### src/rtl/opx_pkg.sv
package opx_pkg;
  localparam int INSTR_W = 16;
  localparam logic [3:0] OPC_ADD = 4'b0001;
  localparam logic [3:0] OPC_AND = 4'b0101;
  localparam logic [3:0] OPC_NOT = 4'b1001;
  localparam int IMM_W = 5;

  typedef enum logic [1:0] {
    ALU_ADD = 2'd0,
    ALU_AND = 2'd1,
    ALU_NOT = 2'd2
  } alu_op_e;
endpackage

### src/rtl/opx_decode.sv
module opx_decode
  import opx_pkg::*;
(
  input  logic [INSTR_W-1:0] instr,
  input  logic               valid,
  output alu_op_e            alu_op,
  output logic [2:0]         dst,
  output logic [2:0]         src1,
  output logic [2:0]         src2,
  output logic               use_imm,
  output logic [IMM_W-1:0]   imm,
  output logic               wr_en,
  output logic               bad
);
  logic [3:0] opc;
  logic       is_add, is_and, is_not, is_oper, legal;

  always_comb begin
    opc     = instr[15:12];
    is_add  = (opc == OPC_ADD);
    is_and  = (opc == OPC_AND);
    is_not  = (opc == OPC_NOT);
    is_oper = is_add | is_and | is_not;
    legal   = is_not ? (instr[5:0] == 6'h3F)
                     : (instr[5] | (instr[4:3] == 2'b00));
    wr_en   = valid & is_oper & legal;
    bad     = valid & is_oper & ~legal;
    if (is_and)      alu_op = ALU_AND;
    else if (is_not) alu_op = ALU_NOT;
    else             alu_op = ALU_ADD;
    dst     = instr[11:9];
    src1    = instr[8:6];
    src2    = instr[2:0];
    use_imm = instr[5] & ~is_not;
    imm     = instr[IMM_W-1:0];
  end
endmodule

### src/rtl/opx_regfile.sv
module opx_regfile #(
  parameter int DATA_W = 16,
  parameter int DEPTH  = 8,
  localparam int AW    = $clog2(DEPTH)
) (
  input  logic              clk,
  input  logic              rst,
  input  logic              we,
  input  logic [AW-1:0]     waddr,
  input  logic [DATA_W-1:0] wdata,
  input  logic [AW-1:0]     raddr_a,
  input  logic [AW-1:0]     raddr_b,
  output logic [DATA_W-1:0] rdata_a,
  output logic [DATA_W-1:0] rdata_b
);
  logic [DATA_W-1:0] mem [DEPTH];

  always_ff @(posedge clk) begin
    if (rst) begin
      for (int i = 0; i < DEPTH; i++) mem[i] <= '0;
    end else if (we) begin
      mem[waddr] <= wdata;
    end
  end

  assign rdata_a = mem[raddr_a];
  assign rdata_b = mem[raddr_b];
endmodule

### src/rtl/opx_alu.sv
module opx_alu
  import opx_pkg::*;
#(
  parameter int DATA_W = 16
) (
  input  alu_op_e           op,
  input  logic [DATA_W-1:0] a,
  input  logic [DATA_W-1:0] b,
  output logic [DATA_W-1:0] y
);
  always_comb begin
    unique case (op)
      ALU_AND: y = a & b;
      ALU_NOT: y = ~a;
      default: y = a + b;
    endcase
  end
endmodule

### src/rtl/opx_unit.sv
module opx_unit
  import opx_pkg::*;
#(
  parameter int DATA_W  = 16,
  parameter int REG_CNT = 8,
  localparam int RA_W   = $clog2(REG_CNT)
) (
  input  logic               clk,
  input  logic               rst,
  input  logic               instr_valid,
  input  logic [INSTR_W-1:0] instr,
  output logic               res_valid,
  output logic [RA_W-1:0]    res_dest,
  output logic [DATA_W-1:0]  res_data,
  output logic               flag_n,
  output logic               flag_z,
  output logic               flag_p,
  output logic               illegal
);
  alu_op_e           alu_op;
  logic [2:0]        dst, src1, src2;
  logic              use_imm, wr_en, bad;
  logic [IMM_W-1:0]  imm;
  logic [DATA_W-1:0] rd_a, rd_b, opnd_b, imm_ext, result;

  opx_decode u_dec (
    .instr   (instr),
    .valid   (instr_valid),
    .alu_op  (alu_op),
    .dst     (dst),
    .src1    (src1),
    .src2    (src2),
    .use_imm (use_imm),
    .imm     (imm),
    .wr_en   (wr_en),
    .bad     (bad)
  );

  opx_regfile #(.DATA_W(DATA_W), .DEPTH(REG_CNT)) u_rf (
    .clk     (clk),
    .rst     (rst),
    .we      (wr_en),
    .waddr   (dst[RA_W-1:0]),
    .wdata   (result),
    .raddr_a (src1[RA_W-1:0]),
    .raddr_b (src2[RA_W-1:0]),
    .rdata_a (rd_a),
    .rdata_b (rd_b)
  );

  assign imm_ext = {{(DATA_W-IMM_W){imm[IMM_W-1]}}, imm};
  assign opnd_b  = use_imm ? imm_ext : rd_b;

  opx_alu #(.DATA_W(DATA_W)) u_alu (
    .op (alu_op),
    .a  (rd_a),
    .b  (opnd_b),
    .y  (result)
  );

  always_ff @(posedge clk) begin
    if (rst) begin
      res_valid <= 1'b0;
      res_dest  <= '0;
      res_data  <= '0;
      illegal   <= 1'b0;
      flag_n    <= 1'b0;
      flag_z    <= 1'b1;
      flag_p    <= 1'b0;
    end else begin
      res_valid <= wr_en;
      illegal   <= bad;
      if (wr_en) begin
        res_dest <= dst[RA_W-1:0];
        res_data <= result;
        flag_n   <= result[DATA_W-1];
        flag_z   <= (result == '0);
        flag_p   <= ~result[DATA_W-1] & (result != '0);
      end
    end
  end

  AST_FLAGS_ONEHOT: assert property (@(posedge clk) disable iff (rst)
    $countones({flag_n, flag_z, flag_p}) == 1);
  AST_ZERO_MATCH: assert property (@(posedge clk) disable iff (rst)
    res_valid |-> (flag_z == (res_data == '0)));
  AST_NEG_MATCH: assert property (@(posedge clk) disable iff (rst)
    res_valid |-> (flag_n == res_data[DATA_W-1]));
  AST_ILL_NO_WRITE: assert property (@(posedge clk) disable iff (rst)
    illegal |-> !res_valid);
  AST_IDLE_QUIET: assert property (@(posedge clk) disable iff (rst)
    !instr_valid |=> (!res_valid && !illegal && $stable({flag_n, flag_z, flag_p})));
  AST_FOREIGN_QUIET: assert property (@(posedge clk) disable iff (rst)
    (instr_valid && instr[15:12] != OPC_ADD && instr[15:12] != OPC_AND
     && instr[15:12] != OPC_NOT) |=> (!res_valid && !illegal));
endmodule

### config.mk
export PLATFORM = sky130hd
export DESIGN_NAME = opx_unit
export DESIGN_NICKNAME = d
export VERILOG_FILES = /design/src/rtl/opx_pkg.sv /design/src/rtl/opx_decode.sv /design/src/rtl/opx_regfile.sv /design/src/rtl/opx_alu.sv /design/src/rtl/opx_unit.sv
export SDC_FILE = /design/constraint.sdc
export NUM_CORES = 1
export LEC_CHECK = 0
export BUFFER_PORTS_ARGS = -buffer_cell sky130_fd_sc_hd__buf_2
export CAP_MARGIN = 40
export CORE_MARGIN = 4
export CORE_UTILIZATION = 57
export CTS_BUF_LIST = sky130_fd_sc_hd__clkbuf_4
export CTS_CLUSTER_SIZE = 25
export DETAILED_ROUTE_END_ITERATION = 16
export PLACE_DENSITY = 0.85
export SLEW_MARGIN = 5
export SYNTH_ARGS = -nofsm -noshare
export SYNTH_HDL_FRONTEND = slang
export SYNTH_SLANG_ARGS = --single-unit
export TNS_END_PERCENT = 20
### constraint.sdc
create_clock -name clk -period 5.4 [get_ports clk]
set_input_delay 1.35 -clock clk [delete_from_list [all_inputs] [get_ports clk]]
set_output_delay 1.35 -clock clk [all_outputs]
set_load 0.005 [all_outputs]
==> impl_metrics.toml <==
[run_status]
status = "finished clean"

[grt]
grt_use_met3_pct = 8.40
antenna_found_initial = 1
overflow = 0
grt_most_used_layer = "met2"
first_global_vias = 6822
use_met2_pct = 46.7
grt_first_pass_wirelength_um = 38400
grt_usage_pct = 29.1
grt_max_degree = 33
grt_use_met1_pct = 37.0

[worst_setup_path]
critPathArrivalTime_ps = 5340
end_kind = "flop"
rr_worst_depth = 11
reg2reg_slack_ps = 1320
critPathRequiredTime_ps = 5840
crit_type = "in2reg"
r2r-start = "u_rf.mem[5][0]$_SDFFCE_PN0P_"
r2r-end = "res_data[12]$_SDFFE_PP0P_"
critPathMaxFanout = 24
start_kind = "primary input"

[synthesis]
yosys-top-cells-count = "167 x nor2_1, 128 x edfxtp_1, 50 x mux4_2, 41 x a21oi_1, 30 x clkbuf_1"
async_reset_ff_share_pct = 0
synth_ff_type = "edfxtp_1"
syn-mean-instance-area_um2 = 12.3
synth_top_family_by_area = "multiplexers"
synth_cell_types = 77
seq_area_frac_synth_pct = 49.1
synth-adder-area-share_pct = 2.51
synthTopCellsByArea = "edfxtp_1 44%, mux4_2 13%, nor2_1 7.1%"
synth-edff-count = 128
synth_xor_area_share_pct = 0.399
muxShareOfSynthArea_pct = 20.5
yosys_warnings = 0
syn_nets = 748
synth_top_area_share_pct = 43.8
yosysMostFrequentCell = "nor2_1"
synth_compound_area_share_pct = 9.40
ys_seq_elements = 151
synth_top_cell_by_area = "edfxtp_1"
synthesis.instances = 712
synth_simple_gate_area_share_pct = 13.8
syn_area_um2 = 8770

[placed_design]
place_inst = 930
dpl.hpwl_um = 17100
place_congestion = 0.940
io_buffers = 42

[layout]
layout.cells.non_filler = 963
fin_nets = 797
fillers = 1090
areaGrowthSynthToFinish_pct = 8.67
multi_input_area_um2 = 4100
drive_above_1_share_pct = 25.5
seqCellArea_um2 = 4300

[clock_network]
clockRootBuffer = "clkbuf_4"
clk_latency_ps = 560
path_clk_slew_ps = 130
cts_setup_buffers = 0
cts-hold-fix-buffers = 0
clock-sinks = 151
cts_resized = 0
h-tree-depth = 4
clock_path_buffers = 2
cts_tree = "built"
cts_made_buffers = 17

[min_path]
min_to = "res_dest[1]$_SDFFE_PP0P_"
min_from = "res_dest[1]$_SDFFE_PP0P_"
hold_class = "reg2reg"
hold_depth = 2

[pwr]
power.share.switching_pct = 30.7
power_density_nw_per_um2 = 294
ir_drop_mv = 0.202
p_int_mw = 1.94
pwr-share-comb_pct = 25.0
p_sw_uw = 863
totalPowerFinal_mw = 2.81
seq_power_share_pct = 47.2
p_leak_nw = 3.61
clkPwrFrac_pct = 27.8

[sta]
hold_viol_final = 0
setup_tns_ps = 0
worst_pin_slew_ps = 856
rsz0062_at_grt = "false"
fmax_mhz = 204
slew_headroom_pct = 42.9
final_max_slew_viol_count = 0
setup_violations = 0
clock_skew_ps = 23.8
fin_crit_ps = 4900
fin_crit_sh_pct = 90.8

[detailed_routing]
ant_nets = 0
drtIter0Drc = 1085
vias = 6801
post_drt_wl_per_cell_um = 25.9
drt_first_pass_iters = 6
drt_wl_total_um = 25000
drc = 0
via_per_inst = 7.06

[die]
die-area_um2 = 17400
dieWidth_um = 132
core_area_um2 = 15100
rows = 45
start_util_pct = 57.9
ios = 43
die_y_um = 132

[run]
maxCapViolations = 0
worst max path at each step:
| stage | startpoint | end | slack [ps] | depth (start not counted) |
|---|---|---|---|---|
| after global routing | instr[0] | flag_z$_SDFFE_PP1P_ | 280 | 13 |
| after global placement | instr[0] | u_rf.mem[3][15]$_SDFFCE_PN0P_ | 180 | 13 |
| after floorplan | instr[0] | flag_z$_SDFFE_PP1P_ | 270 | 14 |
| final | instr[0] | res_data[12]$_SDFFE_PP0P_ | 500 | 13 |
| after CTS | instr[0] | res_data[12]$_SDFFE_PP0P_ | 570 | 13 |
| after detailed placement | instr[0] | flag_p$_SDFFE_PP0P_ | 80 | 14 |
power by group through the flow:
stage               registers [mW]  logic (mW)  clock network [mW]
CTS                           1.32       0.681               0.782
finish                        1.33       0.701               0.780
floorplan                     1.34       0.475                   0
global placement              1.34       0.654                   0
detailed placement            1.35       0.675                   0
global route                  1.33       0.747               0.837
worst max-delay path: stages:
cell and delay [ps]:
buf_2 650, buf_4 290, mux4_2 510, mux2i_1 180, a21oi_1 90, ha_1 370
a21o_1 210, a22o_1 190, a311oi_1 490, nor4b_1 380, nor3_2 90, buf_4 180
a211oi_1 350
cells by family after synthesis:
group	count (synthesis)
buffers and inverters	64
AO/OA/AOI/OAI	120
XOR/XNOR	4
AND/OR/NAND/NOR	261
multiplexers	95
flip-flops	151
adder cells (fa/ha/maj)	17
cell type report:
class | count | area share [%]
well taps | 188 | 2.47
multi-input cells | 497 | 43.0
flip-flops and latches | 151 | 45.1
diodes | 1 | 0.0262
clock buffers | 19 | 1.50
repair buffers | 85 | 5.67
clock inverters | 13 | 1.86
inverters | 9 | 0.354
through the flow:
step	setup WS [ps]	util, %	hold slack [ps]	cell area, µm²
2_1_floorplan	269	-	453	8770
3_3_place_gp	184	60.7	441	9190
3_5_place_dp	82.0	60.8	454	9210
4_1_cts	571	62.9	473	9530
5_1_grt	282	62.9	498	9530
6_report	499	62.9	474	9530
flip-flops by register name, summed over array words and instances, names as in the netlist:
signal and flops:
flag_p 1, flag_z 1, illegal 1, res_data 16
res_dest 3, res_valid 1, u_rf.mem 128
metal layers:
| layer | vias to the layer above | wire length [µm] | part of all wire (%) |
|---|---|---|---|
| met3 | 115 | 3620 | 15 |
| li1 | 2819 | - | - |
| met1 | 3263 | 8540 | 34 |
| met2 | 602 | 11600 | 47 |
| met4 | 2 | 1170 | 4.7 |
| met5 | - | 11 | 0.044 |
cells in the final DEF (no fill, tap or decap), types with 8 or more instances in the layout:
master / n
nor2_1: 167
edfxtp_1: 128
mux4_2: 50
buf_2: 42
buf_4: 42
a21oi_1: 41
nand2_1: 25
dfxtp_1: 23
mux2i_1: 22
clkbuf_4: 19
o21ai_0: 17
a211oi_1: 16
ha_1: 16
mux4_1: 13
nand2b_1: 12
mux2_2: 10
inv_1: 9
nand3_1: 8
No activity file was read; power rests on OpenSTA's default activity.
